### src/rtl/irb_pkg.sv
`timescale 1ns/1ps
package irb_pkg;
   localparam int unsigned HOST_AW  = 2;
   localparam int unsigned HOST_DW  = 8;
   localparam logic [HOST_AW-1:0] CTRL_OFS = 2'd3;
   localparam logic [HOST_AW-1:0] OFS_LO   = 2'd0;
   localparam logic [HOST_AW-1:0] OFS_HI   = 2'd1;

   typedef enum logic [1:0] {
      BANK_FIFO  = 2'd0,
      BANK_TIMER = 2'd1,
      BANK_RSV2  = 2'd2,
      BANK_RSV3  = 2'd3
   } bank_e;

   // control register field positions
   localparam int unsigned CB_SLOW  = 0;
   localparam int unsigned CB_FLUSH = 1;
   localparam int unsigned CB_TEN   = 2;
   localparam int unsigned CB_TEST  = 3;
endpackage

### src/rtl/irb_fifo.sv
`timescale 1ns/1ps
module irb_fifo #(
   parameter int unsigned DEPTH = 16,
   parameter int unsigned DW    = 8,
   localparam int unsigned AW   = (DEPTH > 1) ? $clog2(DEPTH) : 1,
   localparam int unsigned CW   = $clog2(DEPTH + 1)
) (
   input  logic          clk,
   input  logic          rst_n,
   input  logic          flush,
   input  logic          push,
   input  logic [DW-1:0] din,
   input  logic          pop,
   output logic [DW-1:0] dout,
   output logic [CW-1:0] count,
   output logic          full,
   output logic          empty,
   output logic          overrun
);
   if (DEPTH < 14) begin : g_depth_bad
      $error("irb_fifo: DEPTH must hold the largest threshold (14)");
   end
   if (DW < 1) begin : g_dw_bad
      $error("irb_fifo: DW must be positive");
   end

   logic [DW-1:0] mem [DEPTH];
   logic [AW-1:0] wp, rp, wp_nx, rp_nx;
   logic          do_push, do_pop;

   assign full    = (count == CW'(DEPTH));
   assign empty   = (count == '0);
   assign do_push = push && !full && !flush;
   assign do_pop  = pop && !empty && !flush;

   if ((DEPTH & (DEPTH - 1)) == 0) begin : g_pow2
      assign wp_nx = wp + 1'b1;
      assign rp_nx = rp + 1'b1;
   end else begin : g_wrap
      assign wp_nx = (wp == AW'(DEPTH - 1)) ? '0 : wp + 1'b1;
      assign rp_nx = (rp == AW'(DEPTH - 1)) ? '0 : rp + 1'b1;
   end

   always_ff @(posedge clk) begin
      if (!rst_n) begin
         wp      <= '0;
         rp      <= '0;
         count   <= '0;
         overrun <= 1'b0;
      end else if (flush) begin
         wp      <= '0;
         rp      <= '0;
         count   <= '0;
         overrun <= 1'b0;
      end else begin
         if (do_push) wp <= wp_nx;
         if (do_pop)  rp <= rp_nx;
         count   <= count + CW'(do_push) - CW'(do_pop);
         overrun <= overrun | (push && full);
      end
   end

   always_ff @(posedge clk) begin
      if (do_push) mem[wp] <= din;
   end

   assign dout = empty ? '0 : mem[rp];


   fifo_bound_chk: assert property (@(posedge clk) disable iff (!rst_n)
      count <= CW'(DEPTH));

   ovr_sticky_chk: assert property (@(posedge clk) disable iff (!rst_n)
      (overrun && !flush) |=> overrun);

   flush_empty_chk: assert property (@(posedge clk) disable iff (!rst_n)
      flush |=> (empty && !overrun));

   empty_zero_chk: assert property (@(posedge clk) disable iff (!rst_n)
      empty |-> (dout == '0));
endmodule

### src/rtl/irb_tick.sv
`timescale 1ns/1ps
module irb_tick #(
   parameter int unsigned DIV = 8,
   localparam int unsigned PW = (DIV > 1) ? $clog2(DIV) : 1
) (
   input  logic clk,
   input  logic rst_n,
   input  logic run,
   input  logic slow,
   output logic tick
);
   if (DIV < 2) begin : g_div_bad
      $error("irb_tick: DIV must be at least 2");
   end

   logic [PW-1:0] pc;
   logic          wrap;

   if ((DIV & (DIV - 1)) == 0) begin : g_pow2
      assign wrap = &pc;
      always_ff @(posedge clk) begin
         if (!rst_n || !run) pc <= '0;
         else                pc <= pc + 1'b1;
      end
   end else begin : g_mod
      assign wrap = (pc == PW'(DIV - 1));
      always_ff @(posedge clk) begin
         if (!rst_n || !run) pc <= '0;
         else if (wrap)      pc <= '0;
         else                pc <= pc + 1'b1;
      end
   end

   assign tick = run && (slow ? wrap : 1'b1);
endmodule

### src/rtl/irb_timer.sv
`timescale 1ns/1ps
module irb_timer #(
   parameter int unsigned TW  = 16,
   parameter int unsigned DIV = 8
) (
   input  logic          clk,
   input  logic          rst_n,
   input  logic          en,
   input  logic          slow,
   input  logic [TW-1:0] reload,
   output logic [TW-1:0] count,
   output logic          expire
);
   if (TW < 9 || TW > 16) begin : g_tw_bad
      $error("irb_timer: TW must fit the low/high byte pair");
   end

   logic en_d, tick;

   irb_tick #(.DIV(DIV)) u_tick (
      .clk  (clk),
      .rst_n(rst_n),
      .run  (en && en_d),
      .slow (slow),
      .tick (tick)
   );

   always_ff @(posedge clk) begin
      if (!rst_n) begin
         en_d   <= 1'b0;
         count  <= '0;
         expire <= 1'b0;
      end else if (!en) begin
         en_d   <= 1'b0;
         expire <= 1'b0;
      end else if (!en_d) begin
         en_d   <= 1'b1;
         count  <= reload;
         expire <= 1'b0;
      end else if (tick) begin
         if (count == '0) begin
            count  <= reload;
            expire <= 1'b1;
         end else begin
            count  <= count - 1'b1;
            expire <= 1'b0;
         end
      end else begin
         expire <= 1'b0;
      end
   end


   exp_needs_en_chk: assert property (@(posedge clk) disable iff (!rst_n)
      expire |-> $past(en));

   load_on_rise_chk: assert property (@(posedge clk) disable iff (!rst_n)
      (en && !en_d) |=> (count == $past(reload)));

   hold_off_chk: assert property (@(posedge clk) disable iff (!rst_n)
      !en |=> $stable(count));
endmodule

### src/rtl/ir_rx_bank_ctrl.sv
`timescale 1ns/1ps
module ir_rx_bank_ctrl
   import irb_pkg::*;
#(
   parameter int unsigned FIFO_DEPTH = 16,
   parameter int unsigned TMR_W      = 16,
   parameter int unsigned TICK_DIV   = 8,
   localparam int unsigned CW        = $clog2(FIFO_DEPTH + 1)
) (
   input  logic               clk,
   input  logic               rst_n,
   input  logic [HOST_AW-1:0] host_addr,
   input  logic               host_wr,
   input  logic               host_rd,
   input  logic [HOST_DW-1:0] host_wdata,
   output logic [HOST_DW-1:0] host_rdata,
   input  logic               rx_valid,
   input  logic [HOST_DW-1:0] rx_data,
   output logic               thr_flag,
   output logic               tmr_expire
);
   logic [HOST_DW-1:0] ctrl_q;
   logic [TMR_W-1:0]   rl_q, cnt;
   logic [15:0]        rl16, cnt16;
   bank_e              bank;
   logic               flush, is_ctrl;
   logic [HOST_DW-1:0] f_dout, status;
   logic [CW-1:0]      f_cnt, lvl;
   logic               f_full, f_empty, f_ovr;

   assign bank    = bank_e'(ctrl_q[7:6]);
   assign flush   = ctrl_q[CB_FLUSH];
   assign is_ctrl = (host_addr == CTRL_OFS);

   always_ff @(posedge clk) begin
      if (!rst_n)                  ctrl_q <= '0;
      else if (host_wr && is_ctrl) ctrl_q <= host_wdata;
      else                         ctrl_q[CB_FLUSH] <= 1'b0;
   end

   always_ff @(posedge clk) begin
      if (!rst_n) begin
         rl_q <= '0;
      end else if (host_wr && !is_ctrl && bank == BANK_TIMER) begin
         if (host_addr == OFS_LO) rl_q[7:0] <= host_wdata;
         if (host_addr == OFS_HI) rl_q[TMR_W-1:8] <= host_wdata[TMR_W-9:0];
      end
   end

   irb_fifo #(.DEPTH(FIFO_DEPTH), .DW(HOST_DW)) u_fifo (
      .clk    (clk),
      .rst_n  (rst_n),
      .flush  (flush),
      .push   (rx_valid),
      .din    (rx_data),
      .pop    (host_rd && host_addr == OFS_LO && bank == BANK_FIFO),
      .dout   (f_dout),
      .count  (f_cnt),
      .full   (f_full),
      .empty  (f_empty),
      .overrun(f_ovr)
   );

   irb_timer #(.TW(TMR_W), .DIV(TICK_DIV)) u_tmr (
      .clk   (clk),
      .rst_n (rst_n),
      .en    (ctrl_q[CB_TEN]),
      .slow  (ctrl_q[CB_SLOW]),
      .reload(rl_q),
      .count (cnt),
      .expire(tmr_expire)
   );

   always_comb begin
      case (ctrl_q[5:4])
         2'b00:   lvl = CW'(1);
         2'b01:   lvl = CW'(4);
         2'b10:   lvl = CW'(8);
         default: lvl = CW'(14);
      endcase
   end

   assign thr_flag = (f_cnt >= lvl);
   assign status   = {4'b0, f_full, f_empty, f_ovr, thr_flag};
   assign rl16     = 16'(rl_q);
   assign cnt16    = 16'(cnt);

   always_comb begin
      host_rdata = '0;
      if (is_ctrl) begin
         host_rdata = ctrl_q;
      end else begin
         case (bank)
            BANK_FIFO: begin
               if (host_addr == OFS_LO)      host_rdata = f_dout;
               else if (host_addr == OFS_HI) host_rdata = status;
            end
            BANK_TIMER: begin
               if (host_addr == OFS_LO)
                  host_rdata = ctrl_q[CB_TEST] ? rl16[7:0] : cnt16[7:0];
               else if (host_addr == OFS_HI)
                  host_rdata = ctrl_q[CB_TEST] ? rl16[15:8] : cnt16[15:8];
            end
            default: host_rdata = '0;
         endcase
      end
   end


   thr_nonempty_chk: assert property (@(posedge clk) disable iff (!rst_n)
      thr_flag |-> !f_empty);

   flush_selfclr_chk: assert property (@(posedge clk) disable iff (!rst_n)
      (flush && !(host_wr && is_ctrl)) |=> !ctrl_q[CB_FLUSH]);

   rsv_zero_chk: assert property (@(posedge clk) disable iff (!rst_n)
      (!is_ctrl && ctrl_q[7]) |-> (host_rdata == '0));
endmodule

### config.mk
export PLATFORM = sky130hd
export DESIGN_NAME = ir_rx_bank_ctrl
export DESIGN_NICKNAME = d
export VERILOG_FILES = /design/src/rtl/irb_pkg.sv /design/src/rtl/irb_fifo.sv /design/src/rtl/irb_tick.sv /design/src/rtl/irb_timer.sv /design/src/rtl/ir_rx_bank_ctrl.sv
export SDC_FILE = /design/constraint.sdc
export NUM_CORES = 1
export LEC_CHECK = 0
export CAP_MARGIN = 20
export CORE_ASPECT_RATIO = 2
export CORE_MARGIN = 2
export CORE_UTILIZATION = 50
export CTS_BUF_LIST = sky130_fd_sc_hd__clkbuf_8
export DETAILED_ROUTE_END_ITERATION = 6
export GPL_ROUTABILITY_DRIVEN = 0
export PLACE_DENSITY = 0.68
export SYNTH_ARGS = -nofsm -noshare
export SYNTH_HDL_FRONTEND = slang
export SYNTH_SLANG_ARGS = --single-unit
### constraint.sdc
create_clock -name clk -period 4.4 [get_ports clk]
set_clock_uncertainty 0.05 [all_clocks]
set_input_delay 1.1 -clock clk [delete_from_list [all_inputs] [get_ports clk]]
set_output_delay 1.1 -clock clk [all_outputs]
set_load 0.05 [all_outputs]
==> key figures <==
Synth
  • YS warnings: 0
  • Avg Cell Area, Syn: 13.71 um2
  • Ys flop type: edfxtp_1
  • Ys async rst share: 0%
  • Post-synth EDFFs: between 100 and 150
  • Cells after Synth: roughly 600
  • Syn nets: 660
  • Sequential share of the synthesized area: between 60 and 70%
  • Seq cells post-synth: 191
  • Cell variety after synth: 67
  • Cell Area, Synth: 8457 um2

Detailed routing
  • Routed Antenna Nets: 0
  • DRT Pass-1 Iters: 4
  • Drt wl/cell: roughly 22 um
  • Initial drt markers: approximately 240
  • Vias/cell: ~5.9
  • DRC: 0
  • Vias post-DR: 5261
  • WL final: 19610 um

Timing
  • Setup TNS: 0 ns
  • Slew @ Worst Pin: 0.7471 ns
  • Slew Limit Fails: 0
  • Final setup violating endpoints: 0
  • RSZ-0062 raised after global routing: false
  • Final hold viol count: 0
  • Highest clock rate: roughly 230 MHz
  • Fin crit period: 4.272 ns
  • Period Utilization, post-route: 97.09%
  • Hold slack: 0.3850 ns
  • Slew HR: 50.14%

Layout
  • Final #Nets: 711
  • Fin cells: 888
  • Area growth from synthesis to layout: 14.04%
  • N_diodes: 0
  • Post-layout util: 57.81%
  • Share of cells above drive strength 1: 19.68%

Placement
  • Dpl hpwl: 14640 um
  • Inst Count DP: 856
  • Port Buffers: 32

Setup path
  • Crit path DAT: ~3.1 ns
  • Crit Path Category: in2out
  • Critical Path Sink Type: output pin
  • Worst Path Required: around 3.3 ns
  • Worst Setup Start Kind: input port
  • CP max FO: 14

GRT
  • Largest net degree at the start of global routing: 33
  • Total GRT Usage: 23.13%
  • Overflow after GRT: 0
  • Initial antenna violation count: 0
  • First-pass GRT wire length: 30220 um
  • Vias in the first global route: about 5.6k

CTS
  • PostCTS Resize Cnt: 0
  • CTS Hold Buffers Added: 0
  • CTS Buf Count: 17
  • Clk Latency, worst-skew pair: 0.46 ns
  • TritonCTS clock tree: yes
  • Root Buffer: clkbuf_8
  • H-tree depth: 4
  • CTS max path bufs: 2
  • Post-CTS repair timing setup buffer count: 0
  • Clock-pin slew on the worst setup and hold paths: ~0.11 ns
  • Clk sinks: 191

Min path
  • Hold crit path type: reg2reg

Flow run
  • Max_cap viols: 0

Power
  • Final Power: ~4000 uW
  • Maximum VDD drop: around 260 uV
  • Pwr Density: 413.6 nW/um2
  • Pleak: 0.003307 uW

Die
  • Rows: 67
  • Initial Util: approximately half
  • Core box area: ~17000 um2
  • IO Count: 33
  • Height of the die: 187.9 um
  • Die area: 18030 um2
  • Chip width: 95.96 um

Status
  • Status: finished, final reports clean
==> kinds of logic (layout without fill, tap and decap cells) <==
family	Yosys count	in the layout	share of synthesized area, %
AO/OA/AOI/OAI	76	76	6.051
XOR/XNOR	9	9	0.9321
adder cells (fa/ha/maj)	20	20	3.048
buffers and inverters	52	116	2.619
flip-flops	191	191	60.36
multiplexers	78	78	15.18
AND/OR/NAND/NOR	191	191	11.81
==> power by group <==
part	internal [uW]	switching, uW
clock network	583	651
logic	322	403
registers	1970	55.3
==> Yosys cell counts (all sizes together) (5+ instances only) <==
cell,n,area share (%)
nor3b,5,0.44
buf,12,0.84
or3,5,0.37
nand4,8,0.67
ha,19,2.8
nor4,8,0.81
nand3,14,0.83
o21ai,18,1.1
nand2b,5,0.37
nor3,13,0.96
edfxtp,128,45
nor2,55,2.4
clkbuf,20,0.89
inv,20,0.89
dfxtp,63,15
and3,6,0.44
nand2,51,2.3
mux4,39,10
mux2i,30,3.6
xor2,6,0.62
and2,5,0.40
a21oi,17,1.0
mux2,9,1.2
==> sequential cells by signal, indices dropped and copies added (netlist names), named ones only <==
| name | count |
|---|---|
| ctrl_q | 8 |
| u_tmr.u_tick.pc | 3 |
| u_fifo.mem | 128 |
| u_fifo.overrun | 1 |
| u_fifo.wp | 4 |
| u_tmr.count | 16 |
| u_tmr.en_d | 1 |
| rl16 | 16 |
| u_fifo.rp | 4 |
| u_fifo.count | 5 |
| u_tmr.expire | 1 |
==> cell type report <==
class / instances / area, um2
Clock buffer: 17 / 234.0
Clock inverter: 15 / 198.9
Fill cell: 1350 / 7038
Inverter: 20 / 75.07
Multi-Input combinational cell: 374 / 3131
Sequential cell: 191 / 5106
Tap cell: 207 / 259.0
Timing Repair Buffer: 64 / 640.6
==> through the flow <==
stage / area [um2] / setup slack (ns)
5_1_grt: 9644 / 0.01222
3_3_place_gp: 9211 / 0.1275
6_report: 9644 / 0.1281
3_5_place_dp: 9211 / 0.1245
4_1_cts: 9644 / 0.1102
2_1_floorplan: 8457 / 0.3320
==> path summary, 6_finish.rpt <==
| kind | slack [ns] | from | end | cells past startpoint |
|---|---|---|---|---|
| hold reg to reg | 0.39 | u_tmr.u_tick.pc[0] | u_tmr.u_tick.pc[0] | 1 |
| setup / recovery | 0.13 | host_addr[0] | host_rdata[3] | 7 |
| hold / removal | 0.39 | u_tmr.u_tick.pc[0] | u_tmr.u_tick.pc[0] | 1 |
| setup reg to reg | 1.38 | ctrl_q[7] | u_fifo.count[4] | 13 |
==> metal layers <==
| metal | share of wire (%) | up-vias | GRT usage [%] |
|---|---|---|---|
| met5 | 0 | - | 0 |
| met4 | 5.4 | 0 | 13.52 |
| met3 | 3.3 | 56 | 4.138 |
| met2 | 59 | 144 | 43.65 |
| met1 | 33 | 2617 | 22.10 |
| li1 | - | 2444 | - |
==> critical path, stage by stage <==
cell and delay, ns:
clkdlybuf4s50_1 0.61, buf_12 0.18, mux4_2 0.50, nand2_1 0.07, o21ai_0 0.07, a221o_1 0.41, buf_12 0.17
==> cell usage in the layout (no fill, tap or decap), types with 19 or more instances in the layout <==
cell,Yosys,final
mux2i_1,30,30
inv_1,20,20
edfxtp_1,128,128
nor2_1,55,55
nand2_1,51,51
clkdlybuf4s50_1,0,24
mux4_2,39,39
buf_4,1,32
dfxtp_1,63,62
ha_1,19,19
No activity file was read; power rests on OpenSTA's default activity.
